`src/rtl/inQualPkg.sv`:
```
package inQualPkg;

  typedef enum logic [1:0] {
    QM_SYNC   = 2'b00,
    QM_FILT_A = 2'b01,
    QM_FILT_B = 2'b10,
    QM_ASYNC  = 2'b11
  } qualMode_e;

  // strobes passed from control to datapath each cycle
  typedef struct packed {
    logic sample;    // take one filter sample this clock
    logic track;     // held level follows the synchronizer
    logic useShort;  // short agreement window active
    logic useLong;   // long agreement window active
    logic bypass;    // raw pin to output
    logic passSync;  // synchronizer output to output
  } qualStrobe_t;

endpackage

```
`src/rtl/qualCtrl.sv`:
```
module qualCtrl
  import inQualPkg::*;
#(
  parameter int PERIOD_W = 8
) (
  input  logic                clk,
  input  logic                rst,
  input  logic [1:0]          modeIn,
  input  logic [PERIOD_W-1:0] periodIn,
  output qualStrobe_t         strobeOut
);
  localparam int CNT_W = PERIOD_W + 1;

  logic [PERIOD_W-1:0] lastPeriodQ;
  logic [CNT_W-1:0]    cntQ;
  logic [CNT_W-1:0]    limit;
  logic                periodChanged;
  logic                sampleHit;

  always_comb begin
    if (periodIn == '0) limit = '0;
    else                limit = ({1'b0, periodIn} << 1) - CNT_W'(1);
    periodChanged = (periodIn != lastPeriodQ);
    sampleHit     = !periodChanged && (cntQ == limit);
  end

  always_ff @(posedge clk) begin
    if (rst) begin
      lastPeriodQ <= '0;
      cntQ        <= '0;
    end else begin
      lastPeriodQ <= periodIn;
      if (periodChanged || sampleHit) cntQ <= '0;
      else                            cntQ <= cntQ + CNT_W'(1);
    end
  end

  always_comb begin
    strobeOut.sample   = sampleHit;
    strobeOut.bypass   = (modeIn == QM_ASYNC);
    strobeOut.passSync = (modeIn == QM_SYNC);
    strobeOut.track    = (modeIn == QM_SYNC) || (modeIn == QM_ASYNC);
    strobeOut.useShort = (modeIn == QM_FILT_A);
    strobeOut.useLong  = (modeIn == QM_FILT_B);
  end

  // a period change restarts the counter on the following clock
  a_r8_restart: assert property (@(posedge clk) disable iff (rst)
    periodChanged |=> (cntQ == '0));

  // outside a change cycle the counter never passes the period limit
  a_r6_cnt_bound: assert property (@(posedge clk) disable iff (rst)
    !periodChanged |-> (cntQ <= limit));

  // a steady zero period yields a tick every clock
  a_r6_every_clock: assert property (@(posedge clk) disable iff (rst)
    (periodIn == '0 && lastPeriodQ == '0) |-> strobeOut.sample);

endmodule

```
`src/rtl/qualPath.sv`:
```
module qualPath
  import inQualPkg::*;
#(
  parameter int SYNC_STAGES = 2,
  parameter int SHORT_CNT   = 3,
  parameter int LONG_CNT    = 6
) (
  input  logic        clk,
  input  logic        rst,
  input  logic        pinIn,
  input  qualStrobe_t strobeIn,
  output logic        qualOut
);
  localparam int HIST_D = (LONG_CNT > SHORT_CNT) ? LONG_CNT : SHORT_CNT;

  logic [SYNC_STAGES-1:0] syncQ;
  logic                   syncOut;
  logic [HIST_D-1:0]      histQ;
  logic [HIST_D-1:0]      window;
  logic                   qualQ;
  logic                   shortAgree;
  logic                   longAgree;
  logic                   accept;

  generate
    if (SYNC_STAGES == 1) begin : g_sync1
      always_ff @(posedge clk) begin
        if (rst) syncQ <= '0;
        else     syncQ <= pinIn;
      end
    end else begin : g_syncN
      always_ff @(posedge clk) begin
        if (rst) syncQ <= '0;
        else     syncQ <= {syncQ[SYNC_STAGES-2:0], pinIn};
      end
    end
  endgenerate

  assign syncOut = syncQ[SYNC_STAGES-1];
  // window seen at a tick: newest sample plus the stored ones
  assign window  = {histQ[HIST_D-2:0], syncOut};

  always_comb begin
    shortAgree = (&window[SHORT_CNT-1:0]) || !(|window[SHORT_CNT-1:0]);
    longAgree  = (&window[LONG_CNT-1:0])  || !(|window[LONG_CNT-1:0]);
    accept     = strobeIn.sample &&
                 ((strobeIn.useShort && shortAgree) ||
                  (strobeIn.useLong  && longAgree));
  end

  always_ff @(posedge clk) begin
    if (rst) begin
      histQ <= '0;
      qualQ <= 1'b0;
    end else begin
      if (strobeIn.sample) histQ <= window;
      if (strobeIn.track || accept) qualQ <= syncOut;
    end
  end

  always_comb begin
    if (strobeIn.bypass)        qualOut = pinIn;
    else if (strobeIn.passSync) qualOut = syncOut;
    else                        qualOut = qualQ;
  end

  // a filter mode without a tick holds the level
  a_r3_hold: assert property (@(posedge clk) disable iff (rst)
    ((strobeIn.useShort || strobeIn.useLong) && !strobeIn.sample)
      |=> $stable(qualQ));

  // a new level in the short mode is backed by three stored samples
  a_r3_agree: assert property (@(posedge clk) disable iff (rst)
    ($past(strobeIn.useShort) && (qualQ != $past(qualQ)))
      |-> (histQ[SHORT_CNT-1:0] == {SHORT_CNT{qualQ}}));

  // a new level in the long mode is backed by six stored samples
  a_r4_agree: assert property (@(posedge clk) disable iff (rst)
    ($past(strobeIn.useLong) && (qualQ != $past(qualQ)))
      |-> (histQ[LONG_CNT-1:0] == {LONG_CNT{qualQ}}));

endmodule

```
`src/rtl/inputQualifier.sv`:
```
module inputQualifier
  import inQualPkg::*;
#(
  parameter int PERIOD_W    = 8,
  parameter int SYNC_STAGES = 2,
  parameter int SHORT_CNT   = 3,
  parameter int LONG_CNT    = 6
) (
  input  logic                clk,
  input  logic                rst,
  input  logic                pinIn,
  input  logic [1:0]          modeSel,
  input  logic [PERIOD_W-1:0] periodSel,
  output logic                qualOut
);
  qualStrobe_t strobe;

  qualCtrl #(.PERIOD_W(PERIOD_W)) ctrl_i (
    .clk      (clk),
    .rst      (rst),
    .modeIn   (modeSel),
    .periodIn (periodSel),
    .strobeOut(strobe)
  );

  qualPath #(
    .SYNC_STAGES(SYNC_STAGES),
    .SHORT_CNT  (SHORT_CNT),
    .LONG_CNT   (LONG_CNT)
  ) path_i (
    .clk     (clk),
    .rst     (rst),
    .pinIn   (pinIn),
    .strobeIn(strobe),
    .qualOut (qualOut)
  );

  // bypass mode presents the raw pin at once
  always_comb begin
    if (!rst && modeSel == 2'b11)
      a_r5_bypass: assert (qualOut == pinIn);
  end

endmodule

```
`config.mk`:
```
export PLATFORM = sky130hd
export DESIGN_NAME = inputQualifier
export DESIGN_NICKNAME = d
export VERILOG_FILES = /design/src/rtl/inQualPkg.sv /design/src/rtl/qualCtrl.sv /design/src/rtl/qualPath.sv /design/src/rtl/inputQualifier.sv
export SDC_FILE = /design/constraint.sdc
export NUM_CORES = 1
export LEC_CHECK = 0
export ABC_AREA = 1
export BUFFER_PORTS_ARGS = -buffer_cell sky130_fd_sc_hd__buf_4
export CAP_MARGIN = 10
export CELL_PAD_IN_SITES_DETAIL_PLACEMENT = 2
export CELL_PAD_IN_SITES_GLOBAL_PLACEMENT = 2
export CORE_ASPECT_RATIO = 1.5
export CORE_MARGIN = 5
export CORE_UTILIZATION = 35
export DETAILED_ROUTE_END_ITERATION = 10
export GPL_TIMING_DRIVEN = 1
export PLACE_DENSITY_LB_ADDON = 0.1
export SLEW_MARGIN = 20
export SYNTH_ARGS = -nofsm -noshare
export SYNTH_HDL_FRONTEND = slang
export SYNTH_SLANG_ARGS = --single-unit
```
`constraint.sdc`:
```
create_clock -name clk -period 3.7 [get_ports clk]
set_clock_uncertainty 0.05 [all_clocks]
set_input_delay 0.74 -clock clk [delete_from_list [all_inputs] [get_ports clk]]
set_output_delay 0.74 -clock clk [all_outputs]
set_load 0.005 [all_outputs]
```
[Word level (Yosys, flattened, before mapping)]
Index checks and enable logic that the tools add are counted.
Storage, ports and cells
  bits in registers: 25
  input port bits: 13
  output and inout port bits: 1
Operators by class
  muxes and demuxes: 3
  reductions and logical operators: 20
  equal/unequal tests: 5
  $add $sub $neg: 2
Operators by type and width (count)
  9-bit by 1-bit adder with 9-bit output, second input constant: 1
  9-bit == test: 1
  9-bit 2-to-1 mux: 1
  9-bit by 1-bit subtractor with 9-bit output, second input constant: 1
  8-bit zero test: 1
  8-bit != test: 1
  1-bit logical OR: 6
  6-bit AND reduction: 1
  6-bit OR reduction: 1
  2-bit == test, second input constant: 2
  1-bit logical AND: 4
  1-bit zero test: 3
  3-bit AND reduction: 1
  3-bit OR reduction: 1
  2-bit by 1-bit == test with 1-bit output, second input constant: 1
  2-bit zero test: 1
  1-bit 2-to-1 mux: 2
  2-bit OR reduction: 1

[Logic depth before layout (Yosys ltp)]
  word-level depth: 7
  gate-level depth with buffers: 16
  gate-level depth less buffers: 16

[Cells and area by module]
From an unflattened synthesis, not the netlist that was laid out.
Second synthesis, totals
  cells, all modules: 221
  area, all modules: 1481.4 um^2
By module, submodules not included
  qualCtrl: sequential area each 340.3 um^2, cells each 171, area each 1129.8 um^2, times used 1
  qualPath: sequential area each 160.2 um^2, cells each 50, area each 351.6 um^2, times used 1

[Worst setup path after synthesis]
No wires, ideal clock.
  path type: input port to flip-flop
  start: in periodSel[0]
  end: reg path_i.qualQ
  data arrival time: 2238 ps
  stages: 14
  slack: 1297 ps
  buffers on the path: 1
  cell sequence: inv_1 -> ha_1 -> nand2_2 -> nor2_4 -> nand2_2 -> buf_6 -> nand3_1 -> nand3_1 -> nor2_1 -> nand3_2 -> nor2_4 -> nand3_2 -> a21oi_1 -> nor2_1
On the way
  cells in the longest elaborated chain, start to end: 6
  elaborated cells on any way between the ends: 9
Ends and longest elaborated chain
  start: declaration: RTL line inputQualifier.sv:13  | input logic [PERIOD_W-1:0] periodSel,
  9-bit by 1-bit subtractor with 9-bit output / 8-bit zero test (equally long branches): RTL line qualCtrl.sv:22, qualCtrl.sv:21
  9-bit 2-to-1 mux: RTL line qualCtrl.sv:21  | if (periodIn == '0) limit = '0;
  9-bit == test: RTL line qualCtrl.sv:24  | sampleHit = !periodChanged && (cntQ == limit);
  1-bit logical AND (*): RTL line qualCtrl.sv:24
  1-bit logical AND (*): RTL line qualPath.sv:46  | accept = strobeIn.sample &&
  1-bit logical OR (*): RTL line qualPath.sv:57  | if (strobeIn.track || accept) qualQ <= syncOut;
  end signal: assignment: RTL line qualPath.sv:57
  end: declaration: RTL line qualPath.sv:20  | logic qualQ;
Mark *: on every way between the ends. The rest lies on a longest branch, timed or not.
A chain may end at the register's enable or synchronous reset.

[Worst setup path after layout]
  start: in periodSel[0]
  end: reg ctrl_i.cntQ[3]
On the way
  cells in the longest elaborated chain, start to end: 6
  elaborated cells on any way between the ends: 9
Ends and longest elaborated chain
  9-bit by 1-bit subtractor with 9-bit output / 8-bit zero test (equally long branches): RTL line qualCtrl.sv:22, qualCtrl.sv:21
  9-bit 2-to-1 mux: RTL line qualCtrl.sv:21
  9-bit == test: RTL line qualCtrl.sv:24
  1-bit logical AND: RTL line qualCtrl.sv:24
  1-bit logical OR (*): RTL line qualCtrl.sv:33  | if (periodChanged || sampleHit) cntQ <= '0;
  2-bit OR reduction (no line) (*)
  end signal: assignment: RTL line qualCtrl.sv:34  | else cntQ <= cntQ + CNT_W'(1);
  end: declaration: RTL line qualCtrl.sv:15  | logic [CNT_W-1:0] cntQ;
Marks and branches as above.

==> reports/metrics.cfg <==
[synthesis]
netlist_instances = 220
syn_nets = 239
synth_seq_cells = 25
yosys_warnings = 0
ys_types = 26
netlist_area_um2 = 1490
ys_seq_area_share_pct = 33.6
syn_avg_cell_area_um2 = 6.76

[timing]
setup_viol = 0
clock.fmax_ghz = 0.396
tightestPinTransition_ns = 0.474
rsz0062_at_grt = false
hold_violations = 0
hold-worst-slack_ns = 0.371
slew_violations = 0
fin_setup_tns_ns = 0
period_share_pct = 68.2
slew_headroom_pct = 68.1
min_period_ns = 2.52

[die]
pin_count = 14
die_h_um = 89.9
dieArea_um2 = 5680
core_area_um2 = 4170
num_rows = 29
die_w_um = 63.2
initial_core_util_pct = 35.7

[final_layout]
final_cell_mix = nand2_1, nor2_1, dfxtp_1
antenna_cells = 0
layout-drive-gt1-share_pct = 17.0
area_growth_pct = 12.4
nets = 255
final_area_um2 = 1670
layout_commonest_cell = nand2_1
nFillCells = 529

[worst_setup_path]
crit_required_ns = 3.80
cp_max_fo = 12
end_kind = flop
arrival_ns = 2.62
critPathKind = primary input to flop
cp-start-kind = primary input

[cts]
clock_sinks = 25
cts_tree = yes
post_cts_buffers = 0
clk_pin_slew_ns = 0.09
insertion_delay_ns = 0.27
numCtsBuffers = 3
root_buffer = clkbuf_8
h-tree-depth = 1
post_cts_resized = 0
postCtsHoldBufs = 0
clock_path_buffers = 2

[place]
dpl.hpwl_um = 3550
place.gp.congestion = 0.747
place_area_um2 = 1630
numPortBuffers = 13

[global_route]
grt-ovfl-total = 0
grt_max_degree = 14
antenna_found_initial = 0
grt_pass1_vias = 1613
grtUsageTotal_pct = 15.5
grt_first_pass_wirelength_um = 7250

[route]
first_pass_iters = 3
via_per_inst = 5.12
drtIter0Drc = 27
vias = 1440
finalWirelength_um = 4270
drc = 0
wl_per_cell_um = 15.2
ant_nets = 0

[power]
peakVddDrop_v = 0.000171
leakage_nw = 0.778
total_power_uw = 526
powerDensity_nw_per_um2 = 314

[worst_hold_path]
hold_path.class = flop to flop

[flow_run]
maxCapViolCount = 0

[outcome]
status = complete, no violations

[Yosys cell counts]
library cell / instances / area share, %
nand2_1: 45 / 11
nor2_1: 39 / 9.8
dfxtp_1: 25 / 34
inv_1: 24 / 6.1
nand3_1: 20 / 6.7
nand4_1: 9 / 3.8
or2_2: 8 / 3.4
a21oi_1: 7 / 2.4
ha_1: 6 / 5.0
o21ai_1: 6 / 2.0
inv_2: 5 / 1.3
nor3_1: 4 / 1.3
xor2_1: 4 / 2.4
nand2_2: 3 / 1.3
nand3_2: 2 / 1.3
nor2_4: 2 / 1.5
o21ai_0: 2 / 0.67
a211oi_1: 1 / 0.50
a21boi_1: 1 / 0.50
buf_6: 1 / 0.76
clkbuf_1: 1 / 0.25
clkinv_4: 1 / 0.59
nand2_4: 1 / 0.76
nor4_4: 1 / 1.4
o211ai_2: 1 / 0.84
or3_1: 1 / 0.42
[critical path, cell delays in order]
cell and delay [ns]:
buf_4 0.11, inv_1 0.17, ha_1 0.28, nand2_2 0.11, nor2_4 0.14, nand2_2 0.15, nand3_1 0.11, nand3_1 0.09
nor2_1 0.14, nand3_2 0.13, o211ai_2 0.37, a21oi_1 0.08
[registers in the layout (all words and copies together) (netlist names)]
signal,cells
ctrl_i.cntQ,9
ctrl_i.lastPeriodQ,8
path_i.qualQ,1
path_i.histQ,5
path_i.syncQ,2
[cell type report]
cell class                 instances  area [um2]  share of cell area (%)
multi-input combinational        163         855                    51.1
sequential                        25         500                    29.9
inverter                          30         118                    7.03
timing repair buffer              13        97.6                    5.83
tap                               46        57.6                    3.44
clock buffer                       4        45.0                    2.69
[power breakdown]
part | switching (mW) | internal, mW
sequential | 0.00359 | 0.276
clock | 0.0910 | 0.0772
combinational | 0.0469 | 0.0317
[through the flow]
stage               cells  setup WS (ns)  utilization (%)
floorplan             220           1.30                -
global placement      277          0.989             39.0
detailed placement    277          0.870             39.0
CTS                   281           1.15             40.1
global route          281          0.920             40.1
finish                281           1.18             40.1
[kinds of logic after synthesis]
| family | share of synthesized area, % |
|---|---|
| flip-flops | 33.6 |
| buffers and inverters | 8.92 |
| XOR/XNOR | 2.35 |
| adder cells (fa/ha/maj) | 5.05 |
| AO/OA/AOI/OAI | 6.90 |
| AND/OR/NAND/NOR | 43.1 |
[path summary, 6_finish.rpt]
check | startpoint | cells past startpoint | slack (ns) | endpoint
hold / removal | path_i.syncQ[0]$_SDFF_PP0_ | 2 | 0.37 | path_i.syncQ[1]$_SDFF_PP0_
setup reg to reg | ctrl_i.cntQ[0]$_SDFF_PP0_ | 8 | 1.94 | ctrl_i.cntQ[8]$_SDFF_PP0_
setup / recovery | periodSel[0] | 12 | 1.18 | ctrl_i.cntQ[3]$_SDFF_PP0_
hold reg to reg | path_i.syncQ[0]$_SDFF_PP0_ | 2 | 0.37 | path_i.syncQ[1]$_SDFF_PP0_
[layer usage]
metal,wire (um),vias up,GRT usage [%]
li1,-,734,-
met4,51,0,3.64
met1,1760,690,17.4
met5,0,-,0
met2,2380,11,29.8
met3,75,5,2.24
No activity file was read; power rests on OpenSTA's default activity.
